### src/rtl/txSchedPkg.sv
package txSchedPkg;

  typedef enum logic [2:0] {
    SEL_IDLE,
    SEL_PAYCTL,
    SEL_DATA,
    SEL_TCTL,
    SEL_TDATA
  } wordSelT;

  typedef struct packed {
    wordSelT    sel;
    logic       sop;
    logic [1:0] eops;
    logic       zeroLow;
  } pathCmdT;

  localparam logic [15:0] TRAIN_CTL_WORD  = 16'h0FFF;
  localparam logic [15:0] TRAIN_DATA_WORD = 16'hF000;
  localparam logic [15:0] IDLE_RESET_WORD = 16'h000F;

  localparam logic [1:0] EOPS_NONE  = 2'b00;
  localparam logic [1:0] EOPS_ABORT = 2'b01;
  localparam logic [1:0] EOPS_TWO   = 2'b10;
  localparam logic [1:0] EOPS_ONE   = 2'b11;

  function automatic logic [3:0] dipFold(input logic [15:0] x);
    return x[15:12] ^ x[11:8] ^ x[7:4] ^ x[3:0];
  endfunction

endpackage

### src/rtl/txSchedCtrl.sv
module txSchedCtrl
  import txSchedPkg::*;
#(
  parameter int LEN_W       = 6,
  parameter int PERIOD_W    = 16,
  parameter int REPS_W      = 4,
  parameter int MIN_SOP_GAP = 8,
  parameter int TRAIN_RUN   = 10
) (
  input  logic                clk,
  input  logic                rstN,
  input  logic                linkOk,
  input  logic                noStatus,
  input  logic [PERIOD_W-1:0] trainPeriod,
  input  logic [REPS_W-1:0]   trainReps,
  input  logic                descValid,
  input  logic                descSop,
  input  logic                descEop,
  input  logic                descErr,
  input  logic                descOneByte,
  input  logic [LEN_W-1:0]    descLen,
  output logic                descReady,
  output logic                dataTake,
  output pathCmdT             cmd
);

  localparam int GAP_W = (MIN_SOP_GAP > 2) ? $clog2(MIN_SOP_GAP) : 1;
  localparam int PH_W  = $clog2(2 * TRAIN_RUN);
  localparam logic [PH_W-1:0]  PH_RUN  = PH_W'(TRAIN_RUN);
  localparam logic [PH_W-1:0]  PH_LAST = PH_W'(2 * TRAIN_RUN - 1);
  localparam logic [GAP_W-1:0] GAP_LOAD = GAP_W'(MIN_SOP_GAP - 1);

  typedef enum logic [1:0] {ST_GAP, ST_BURST, ST_TRAIN} stateT;

  stateT              state;
  logic [LEN_W-1:0]   remain;
  logic               bOneByte, bEop, bErr;
  logic [1:0]         pendEops;
  logic [GAP_W-1:0]   sopWait;
  logic [PERIOD_W-1:0] timer;
  logic [PH_W-1:0]    phase;
  logic [REPS_W-1:0]  rep;

  logic linkUp, trainDue, sopOk, startTrain, takeDesc, lastWord;
  logic [1:0] endEops;

  assign linkUp   = linkOk | noStatus;
  assign trainDue = (trainPeriod != '0) && (timer >= trainPeriod);
  assign sopOk    = (sopWait == '0);
  assign lastWord = (remain == LEN_W'(1));
  assign endEops  = bErr ? EOPS_ABORT :
                    bEop ? (bOneByte ? EOPS_ONE : EOPS_TWO) : EOPS_NONE;

  always_comb begin
    cmd        = '{sel: SEL_IDLE, sop: 1'b0, eops: EOPS_NONE, zeroLow: 1'b0};
    descReady  = 1'b0;
    dataTake   = 1'b0;
    startTrain = 1'b0;
    takeDesc   = 1'b0;
    case (state)
      ST_GAP: begin
        cmd.eops = pendEops;
        if (!linkUp || trainDue) begin
          startTrain = 1'b1;
        end else if (descValid && (!descSop || sopOk)) begin
          takeDesc  = 1'b1;
          descReady = 1'b1;
          cmd.sel   = SEL_PAYCTL;
          cmd.sop   = descSop;
        end
      end
      ST_BURST: begin
        cmd.sel     = SEL_DATA;
        dataTake    = 1'b1;
        cmd.zeroLow = lastWord & bOneByte;
      end
      default: begin
        cmd.sel = (phase < PH_RUN) ? SEL_TCTL : SEL_TDATA;
      end
    endcase
  end

  always_ff @(posedge clk) begin
    if (!rstN) begin
      state    <= ST_GAP;
      remain   <= '0;
      bOneByte <= 1'b0;
      bEop     <= 1'b0;
      bErr     <= 1'b0;
      pendEops <= EOPS_NONE;
      sopWait  <= '0;
      timer    <= '0;
      phase    <= '0;
      rep      <= '0;
    end else begin
      if (!sopOk) sopWait <= sopWait - 1'b1;
      if (state != ST_TRAIN && timer < trainPeriod) timer <= timer + 1'b1;
      case (state)
        ST_GAP: begin
          pendEops <= EOPS_NONE;
          if (startTrain) begin
            if (trainReps == '0) begin
              timer <= '0;
            end else begin
              state <= ST_TRAIN;
              phase <= '0;
              rep   <= '0;
            end
          end else if (takeDesc) begin
            state    <= ST_BURST;
            remain   <= descLen;
            bOneByte <= descOneByte;
            bEop     <= descEop;
            bErr     <= descErr;
            if (descSop) sopWait <= GAP_LOAD;
          end
        end
        ST_BURST: begin
          remain <= remain - 1'b1;
          if (lastWord) begin
            state    <= ST_GAP;
            pendEops <= endEops;
          end
        end
        default: begin
          if (phase == PH_LAST) begin
            phase <= '0;
            rep   <= rep + 1'b1;
            if (rep == trainReps - REPS_W'(1)) begin
              state <= ST_GAP;
              timer <= '0;
            end
          end else begin
            phase <= phase + 1'b1;
          end
        end
      endcase
    end
  end

endmodule

### src/rtl/txSchedPath.sv
module txSchedPath
  import txSchedPkg::*;
#(
  parameter int LID_W = 8
) (
  input  logic             clk,
  input  logic             rstN,
  input  pathCmdT          cmd,
  input  logic [LID_W-1:0] descPort,
  input  logic [15:0]      dataWord,
  input  logic             mapWrEn,
  input  logic [LID_W-1:0] mapWrAddr,
  input  logic [7:0]       mapWrData,
  output logic [15:0]      txWord,
  output logic             txCtl
);

  localparam int MAP_DEPTH = 2 ** LID_W;

  logic [7:0]  mapMem [MAP_DEPTH];
  logic [7:0]  physPort;
  logic [15:0] parity, dataOut, ctlBase, nextWord;
  logic        nextCtl;
  logic [3:0]  dipVal;

  always_ff @(posedge clk) begin
    if (mapWrEn) mapMem[mapWrAddr] <= mapWrData;
  end

  assign physPort = mapMem[descPort];
  assign dataOut  = cmd.zeroLow ? {dataWord[15:8], 8'h00} : dataWord;
  assign ctlBase  = (cmd.sel == SEL_PAYCTL) ?
                    {1'b1, cmd.eops, cmd.sop, physPort, 4'hF} :
                    {1'b0, cmd.eops, 1'b0, 8'h00, 4'hF};
  assign dipVal   = dipFold(parity ^ ctlBase);

  always_comb begin
    case (cmd.sel)
      SEL_DATA:  begin nextWord = dataOut;         nextCtl = 1'b0; end
      SEL_TCTL:  begin nextWord = TRAIN_CTL_WORD;  nextCtl = 1'b1; end
      SEL_TDATA: begin nextWord = TRAIN_DATA_WORD; nextCtl = 1'b0; end
      default:   begin nextWord = {ctlBase[15:4], dipVal}; nextCtl = 1'b1; end
    endcase
  end

  always_ff @(posedge clk) begin
    if (!rstN) begin
      txWord <= IDLE_RESET_WORD;
      txCtl  <= 1'b1;
      parity <= '0;
    end else begin
      txWord <= nextWord;
      txCtl  <= nextCtl;
      parity <= (cmd.sel == SEL_DATA) ? (parity ^ dataOut) : '0;
    end
  end

endmodule

### src/rtl/txWordSched.sv
module txWordSched
  import txSchedPkg::*;
#(
  parameter int LID_W       = 8,
  parameter int LEN_W       = 6,
  parameter int PERIOD_W    = 16,
  parameter int REPS_W      = 4,
  parameter int MIN_SOP_GAP = 8,
  parameter int TRAIN_RUN   = 10
) (
  input  logic                clk,
  input  logic                rstN,
  input  logic                linkOk,
  input  logic                noStatus,
  input  logic [PERIOD_W-1:0] trainPeriod,
  input  logic [REPS_W-1:0]   trainReps,
  input  logic                descValid,
  output logic                descReady,
  input  logic                descSop,
  input  logic                descEop,
  input  logic                descErr,
  input  logic                descOneByte,
  input  logic [LEN_W-1:0]    descLen,
  input  logic [LID_W-1:0]    descPort,
  output logic                dataTake,
  input  logic [15:0]         dataWord,
  input  logic                mapWrEn,
  input  logic [LID_W-1:0]    mapWrAddr,
  input  logic [7:0]          mapWrData,
  output logic [15:0]         txWord,
  output logic                txCtl
);

  pathCmdT cmd;

  txSchedCtrl #(
    .LEN_W(LEN_W), .PERIOD_W(PERIOD_W), .REPS_W(REPS_W),
    .MIN_SOP_GAP(MIN_SOP_GAP), .TRAIN_RUN(TRAIN_RUN)
  ) u_ctrl (
    .clk(clk), .rstN(rstN), .linkOk(linkOk), .noStatus(noStatus),
    .trainPeriod(trainPeriod), .trainReps(trainReps),
    .descValid(descValid), .descSop(descSop), .descEop(descEop),
    .descErr(descErr), .descOneByte(descOneByte), .descLen(descLen),
    .descReady(descReady), .dataTake(dataTake), .cmd(cmd)
  );

  txSchedPath #(.LID_W(LID_W)) u_path (
    .clk(clk), .rstN(rstN), .cmd(cmd), .descPort(descPort),
    .dataWord(dataWord), .mapWrEn(mapWrEn), .mapWrAddr(mapWrAddr),
    .mapWrData(mapWrData), .txWord(txWord), .txCtl(txCtl)
  );

endmodule

### config.mk
export PLATFORM = sky130hd
export DESIGN_NAME = txWordSched
export DESIGN_NICKNAME = d
export VERILOG_FILES = /design/src/rtl/txSchedPkg.sv /design/src/rtl/txSchedCtrl.sv /design/src/rtl/txSchedPath.sv /design/src/rtl/txWordSched.sv
export SDC_FILE = /design/constraint.sdc
export NUM_CORES = 2
export LEC_CHECK = 0
export BUFFER_PORTS_ARGS = -buffer_cell sky130_fd_sc_hd__buf_2
export CORE_MARGIN = 5
export CORE_UTILIZATION = 60
export DETAILED_ROUTE_END_ITERATION = 16
export PLACE_DENSITY = 0.82
export SLEW_MARGIN = 20
export SYNTH_ARGS = -nofsm -noshare
export SYNTH_HDL_FRONTEND = slang
export SYNTH_SLANG_ARGS = --single-unit
### constraint.sdc
create_clock -name clk -period 6.5 [get_ports clk]
set_input_delay 1.3 -clock clk [delete_from_list [all_inputs] [get_ports clk]]
set_output_delay 1.3 -clock clk [all_outputs]
set_load 0.02 [all_outputs]
Word-level counts from Yosys, hierarchy flattened

Memory sizes are Yosys's and may differ from the RTL's.
Cells that the tools add are included.

RAM bits: 2048
Bits in registers: 74
Output and inout bits: 19
Bits of input ports: 76
Memories kept: 1

Memory list:

| name          | depth | width | read ports | clocked after memory_dff | wr ports | RTL line          | RTL |
|---|---|---|---|---|---|---|---|
| u_path.mapMem | 256   | 8     | 1          | 0                        | 1        | txSchedPath.sv:20 | `logic [7:0] mapMem [MAP_DEPTH];` |

Eq/ne operators: 16
$lt $le $gt $ge: 3
Reduce and logical (&&, ||, !) cells: 23
Muxes and demuxes: 52
$add $sub $neg: 6
Bitwise logic cells: 9

Operator list:

| kind                                                             | count |
|---|---|
| 16-bit 2-to-1 mux                                                | 6 |
| 16-bit one-hot mux with 3 select lines                           | 1 |
| 16-bit one-hot mux with 2 select lines                           | 1 |
| 16-bit XOR                                                       | 2 |
| 3-bit 2-to-1 mux                                                 | 7 |
| 2-bit 2-to-1 mux                                                 | 10 |
| 16-bit by 1-bit adder with 16-bit output (second input constant) | 1 |
| 16-bit >= comparator                                             | 1 |
| 16-bit less-than comparator                                      | 1 |
| 4-bit 2-to-1 mux                                                 | 4 |
| 16-bit nonzero test                                              | 1 |
| 5-bit 2-to-1 mux                                                 | 3 |
| 6-bit 2-to-1 mux                                                 | 2 |
| 6-bit one-hot mux with 2 select lines                            | 1 |
| 4-bit XOR                                                        | 3 |
| 1-bit 2-to-1 mux                                                 | 11 |
| 5-bit one-hot mux with 2 select lines                            | 1 |
| 3-bit AND reduction                                              | 3 |
| 8-bit 2-to-1 mux                                                 | 1 |
| 2-bit != test (second input constant)                            | 4 |
| 2-bit one-hot mux with 2 select lines                            | 2 |
| 4-bit one-hot mux with 2 select lines                            | 1 |
| 3-bit by 2-bit == test with 1-bit output (second input constant) | 2 |
| 6-bit by 1-bit == test with 1-bit output (second input constant) | 1 |
| 30 further kinds                                                 | 39 |

Depth between registers and ports, before layout

Depth in word-level cells: 13
Mapped depth: 17

Modules after synthesis

From an unflattened synthesis, not the netlist that was laid out.

Cell total of the unflattened synthesis: 4201
Area total of the unflattened synthesis: 84182.0 um^2

By module, submodules not included:

| module      | cells an instance | times used | sequential area each (um^2) | area each (um^2) |
|---|---|---|---|---|
| txSchedPath | 3878              | 1          | 62159.6                     | 81573.2 |
| txSchedCtrl | 323               | 1          | 820.8                       | 2608.8 |

Worst setup path after synthesis

OpenSTA, ideal clock, no wires.

Path kind: input to output
Start: in trainPeriod[9]
End: out descReady
Arrival: 3.055 ns
Stages: 10
Required time: 5.200 ns
Setup slack: 2.145 ns
Cell sequence: inv_1 ha_1 a21o_1 a21o_1 a221oi_1 o211ai_1 o21ai_0 nand2_1 inv_1 buf_6

Longest elaborated chain between the ends: 5

Ends and longest elaborated chain:

| element                                                            | RTL line          | RTL |
|---|---|---|
| start, declared                                                    | txWordSched.sv:15 | `input logic [PERIOD_W-1:0] trainPeriod,` |
| 16-bit >= comparator / 16-bit nonzero test (equally long branches) | txSchedCtrl.sv:48 | `assign trainDue = (trainPeriod != '0) && (timer >= trainPeriod);` |
| 1-bit logical AND (*)                                              | txSchedCtrl.sv:48 |  |
| 1-bit logical OR (*)                                               | txSchedCtrl.sv:63 | `if (!linkUp \|\| trainDue) begin` |
| 1-bit 2-to-1 mux (*)                                               | txSchedCtrl.sv:63 |  |
| 1-bit 2-to-1 mux (*)                                               | txSchedCtrl.sv:60 | `case (state)` |
| end, declared                                                      | txWordSched.sv:18 | `output logic descReady,` |

Every way passes the cells marked *; elsewhere a longest branch is shown, timed or not.

Worst setup path in the final report

Same ends and word-level chain as after synthesis.

==> results_dict.tcl <==
set metrics [dict create \
    die_x_um 385 \
    synth-edff-count 2048 \
    finalCritPeriodShare_pct 85.3 \
    stdcell_count 6485 \
    worst_pin_slew_ns 1.28 \
    synth_cells 4281 \
    r2r-start "u_path.mapMem[239][7]" \
    drive_gt1_share_pct 21.1 \
    cts_tree "built" \
    grt_use_total_pct 31.4 \
    die_area_um2 148000 \
    cts-resized-gates 0 \
    critPathMaxFanout 14 \
    synth_flop_cell "edfxtp_1" \
    dr.pass1.iters 9 \
    worstHoldStart "u_ctrl.bErr" \
    syn-num-nets 4383 \
    initial_core_util_pct 60.5 \
    grt_pass1_vias 45700 \
    vias_per_cell 7.19 \
    numPortBuffers 94 \
    drc 0 \
    synthToLayoutAreaGrowth_pct 10.2 \
    ys_seq_area_share_pct 74.6 \
    ioPinCount 95 \
    period_minus_slack_ns 5.55 \
    holdBufCountCts 0 \
    fillers 8268 \
    hold_depth 2 \
    leakage_uw 0.0296 \
    die_y_um 385 \
    cts_inserted_buffers 196 \
    status "complete, no violations" \
    grt_pass1_wl_um 331000 \
    ctsRootBufferMaster "clkbuf_16" \
    dp_cells 6103 \
    endpoint_kind "primary output" \
    path_class "primary input to primary output" \
    multi_input_area_um2 19700 \
    final_nets 4530 \
    tns_ns 0 \
    clockBufferDepth 3 \
    clock.fmax_mhz 180 \
    drt.antenna.violating_nets 0 \
    p_per_area_nw_per_um2 302 \
    post_cts_buffers 0 \
    seqCellArea_um2 63000 \
    placementRows 137 \
    drt-initial-drc-count 7752 \
    slew_viol_final 0 \
    crit_required_ns 5.20 \
    relSlewSlack_pct 14.6 \
    clock-sinks 2122 \
    synth_seq_cells 2122 \
    critPathLaunchType "primary input" \
    hold_path.class "flip-flop to flip-flop" \
    core_area_um2 140000 \
    ys_types 79 \
    grt_start_max_net_pins 149 \
    r2r_cells 9 \
    final-setup-viol-count 0 \
    rsz0062_at_grt "no" \
    h-tree-depth 4 \
    wl_per_cell_um 35.6 \
    gp_congestion 0.922 \
    vdd_drop_max_mv 0.351 \
    gr-total-overflow 0 \
    final_common_cell "edfxtp_1" \
    dr_total_vias 46600 \
    async_reset_ff_share_pct 0 \
    final_cell_mix "2048 x edfxtp_1, 452 x mux4_2, 344 x nor2_1" \
    antenna_found_initial 18 \
    skew_ns 0.0483 \
    wirelength_um 231000 \
    clk_latency_ns 0.86 \
    maxCapViolations 0 \
    crit_path_start "trainPeriod[9]" \
    hpwl_um 134000 \
    syn_area_per_cell_um2 19.7 \
    clkTransAtPathRegs_ns 0.06 \
    cp.arrival_ns 4.25 \
    synth_area_um2 84500 \
    yosys_warnings 0 \
    finalHoldViolations 0 \
]
power breakdown:
| group | switching [uW] | total, uW | internal, uW |
|---|---|---|---|
| Combinational | 1200 | 1820 | 618 |
| Sequential | 48.3 | 15100 | 15100 |
| Clock | 5080 | 11100 | 6060 |
per-stage QoR:
| step | worst slack [ns] | instance area [um2] | hold slack [ns] | utilization [%] | power, uW |
|---|---|---|---|---|---|
| floorplan | 2.15 | 84500 | 0.452 | - | 16400 |
| finish | 0.954 | 93000 | 0.490 | 66.6 | 28100 |
| CTS | 0.943 | 93000 | 0.488 | 66.5 | 28000 |
| global placement | 1.01 | 86800 | 0.470 | 62.1 | 17100 |
| detailed placement | 0.950 | 86800 | 0.480 | 62.2 | 17100 |
| global route | 0.753 | 93000 | 0.518 | 66.6 | 28800 |
critical path: stages:
cell and delay (ns):
buf_2 0.10, inv_1 0.04, ha_1 0.31, a21o_1 0.17, a21o_1 0.17, a221oi_1 0.34, o211ai_1 0.15, o21ai_0 0.52
nand2_1 0.42, inv_1 0.46, buf_2 0.25
kinds of logic (layout without fill, tap and decap cells):
logic type / after synthesis / after routing / share of synthesized area [%]
muxes: 711 / 711 / 15.3
other: 0 / 16 / 0
and+or+nand+nor: 678 / 678 / 3.55
buffers and inverters: 295 / 607 / 2.23
AOI/OAI and AO/OA: 393 / 393 / 3.42
DFF: 2122 / 2122 / 74.6
adders and majority gates: 26 / 26 / 0.385
xor gates and xnor gates: 56 / 56 / 0.581
Yosys cell counts, drive strengths merged (17+ instances only):
| master | instances | area share [%] |
|---|---|---|
| edfxtp | 2048 | 73 |
| mux4 | 459 | 12 |
| nor2 | 349 | 1.6 |
| mux2i | 241 | 2.9 |
| buf | 150 | 1.6 |
| nand2 | 127 | 0.56 |
| clkbuf | 102 | 0.47 |
| a221oi | 84 | 0.89 |
| dfxtp | 74 | 1.8 |
| o21ai | 57 | 0.34 |
| nand3 | 53 | 0.31 |
| a21oi | 52 | 0.31 |
| a22oi | 45 | 0.40 |
| inv | 40 | 0.18 |
| xnor2 | 36 | 0.37 |
| nor3 | 29 | 0.18 |
| nand4 | 27 | 0.20 |
| ha | 26 | 0.39 |
| nor2b | 21 | 0.16 |
| xor2 | 20 | 0.21 |
| o211ai | 19 | 0.17 |
| a31oi | 17 | 0.13 |
path summary, 6_finish.rpt:
kind / endpoint / slack [ns]
worst max-delay path: descReady / 0.95
worst min-delay path: u_ctrl.bErr / 0.49
worst max register to register: u_path.txWord[3] / 2.92
worst min register to register: u_ctrl.bErr / 0.49
per-layer routing:
| metal | share of wire (%) | GRT usage, % | routed length [um] |
|---|---|---|---|
| met2 | 45 | 46.8 | 105000 |
| met1 | 33 | 41.2 | 76000 |
| met5 | 0.046 | 0 | 106 |
| met3 | 15 | 11.2 | 34900 |
| met4 | 6.5 | 16.3 | 15000 |
area by class of cell:
cell class / count / share of cell area [%]
Clock buffer: 238 / 5.50
Multi-Input combinational cell: 1864 / 21.1
Sequential cell: 2122 / 67.7
Clock inverter: 125 / 1.07
Antenna cell: 16 / 0.0430
Inverter: 43 / 0.178
Timing Repair Buffer: 201 / 1.85
Tap cell: 1876 / 2.52
registers in the layout, summed over array words and instances (netlist names):
signal and count:
u_ctrl.bEop 1, u_ctrl.bErr 1, u_ctrl.bOneByte 1, u_ctrl.pendEops 2
u_ctrl.phase 5, u_ctrl.remain 6, u_ctrl.rep 4, u_ctrl.sopWait 3
u_ctrl.state 2, u_ctrl.timer 16, u_path.mapMem 2048, u_path.parity 16
u_path.txCtl 1, u_path.txWord 16
(Power assumes the default switching activity.)
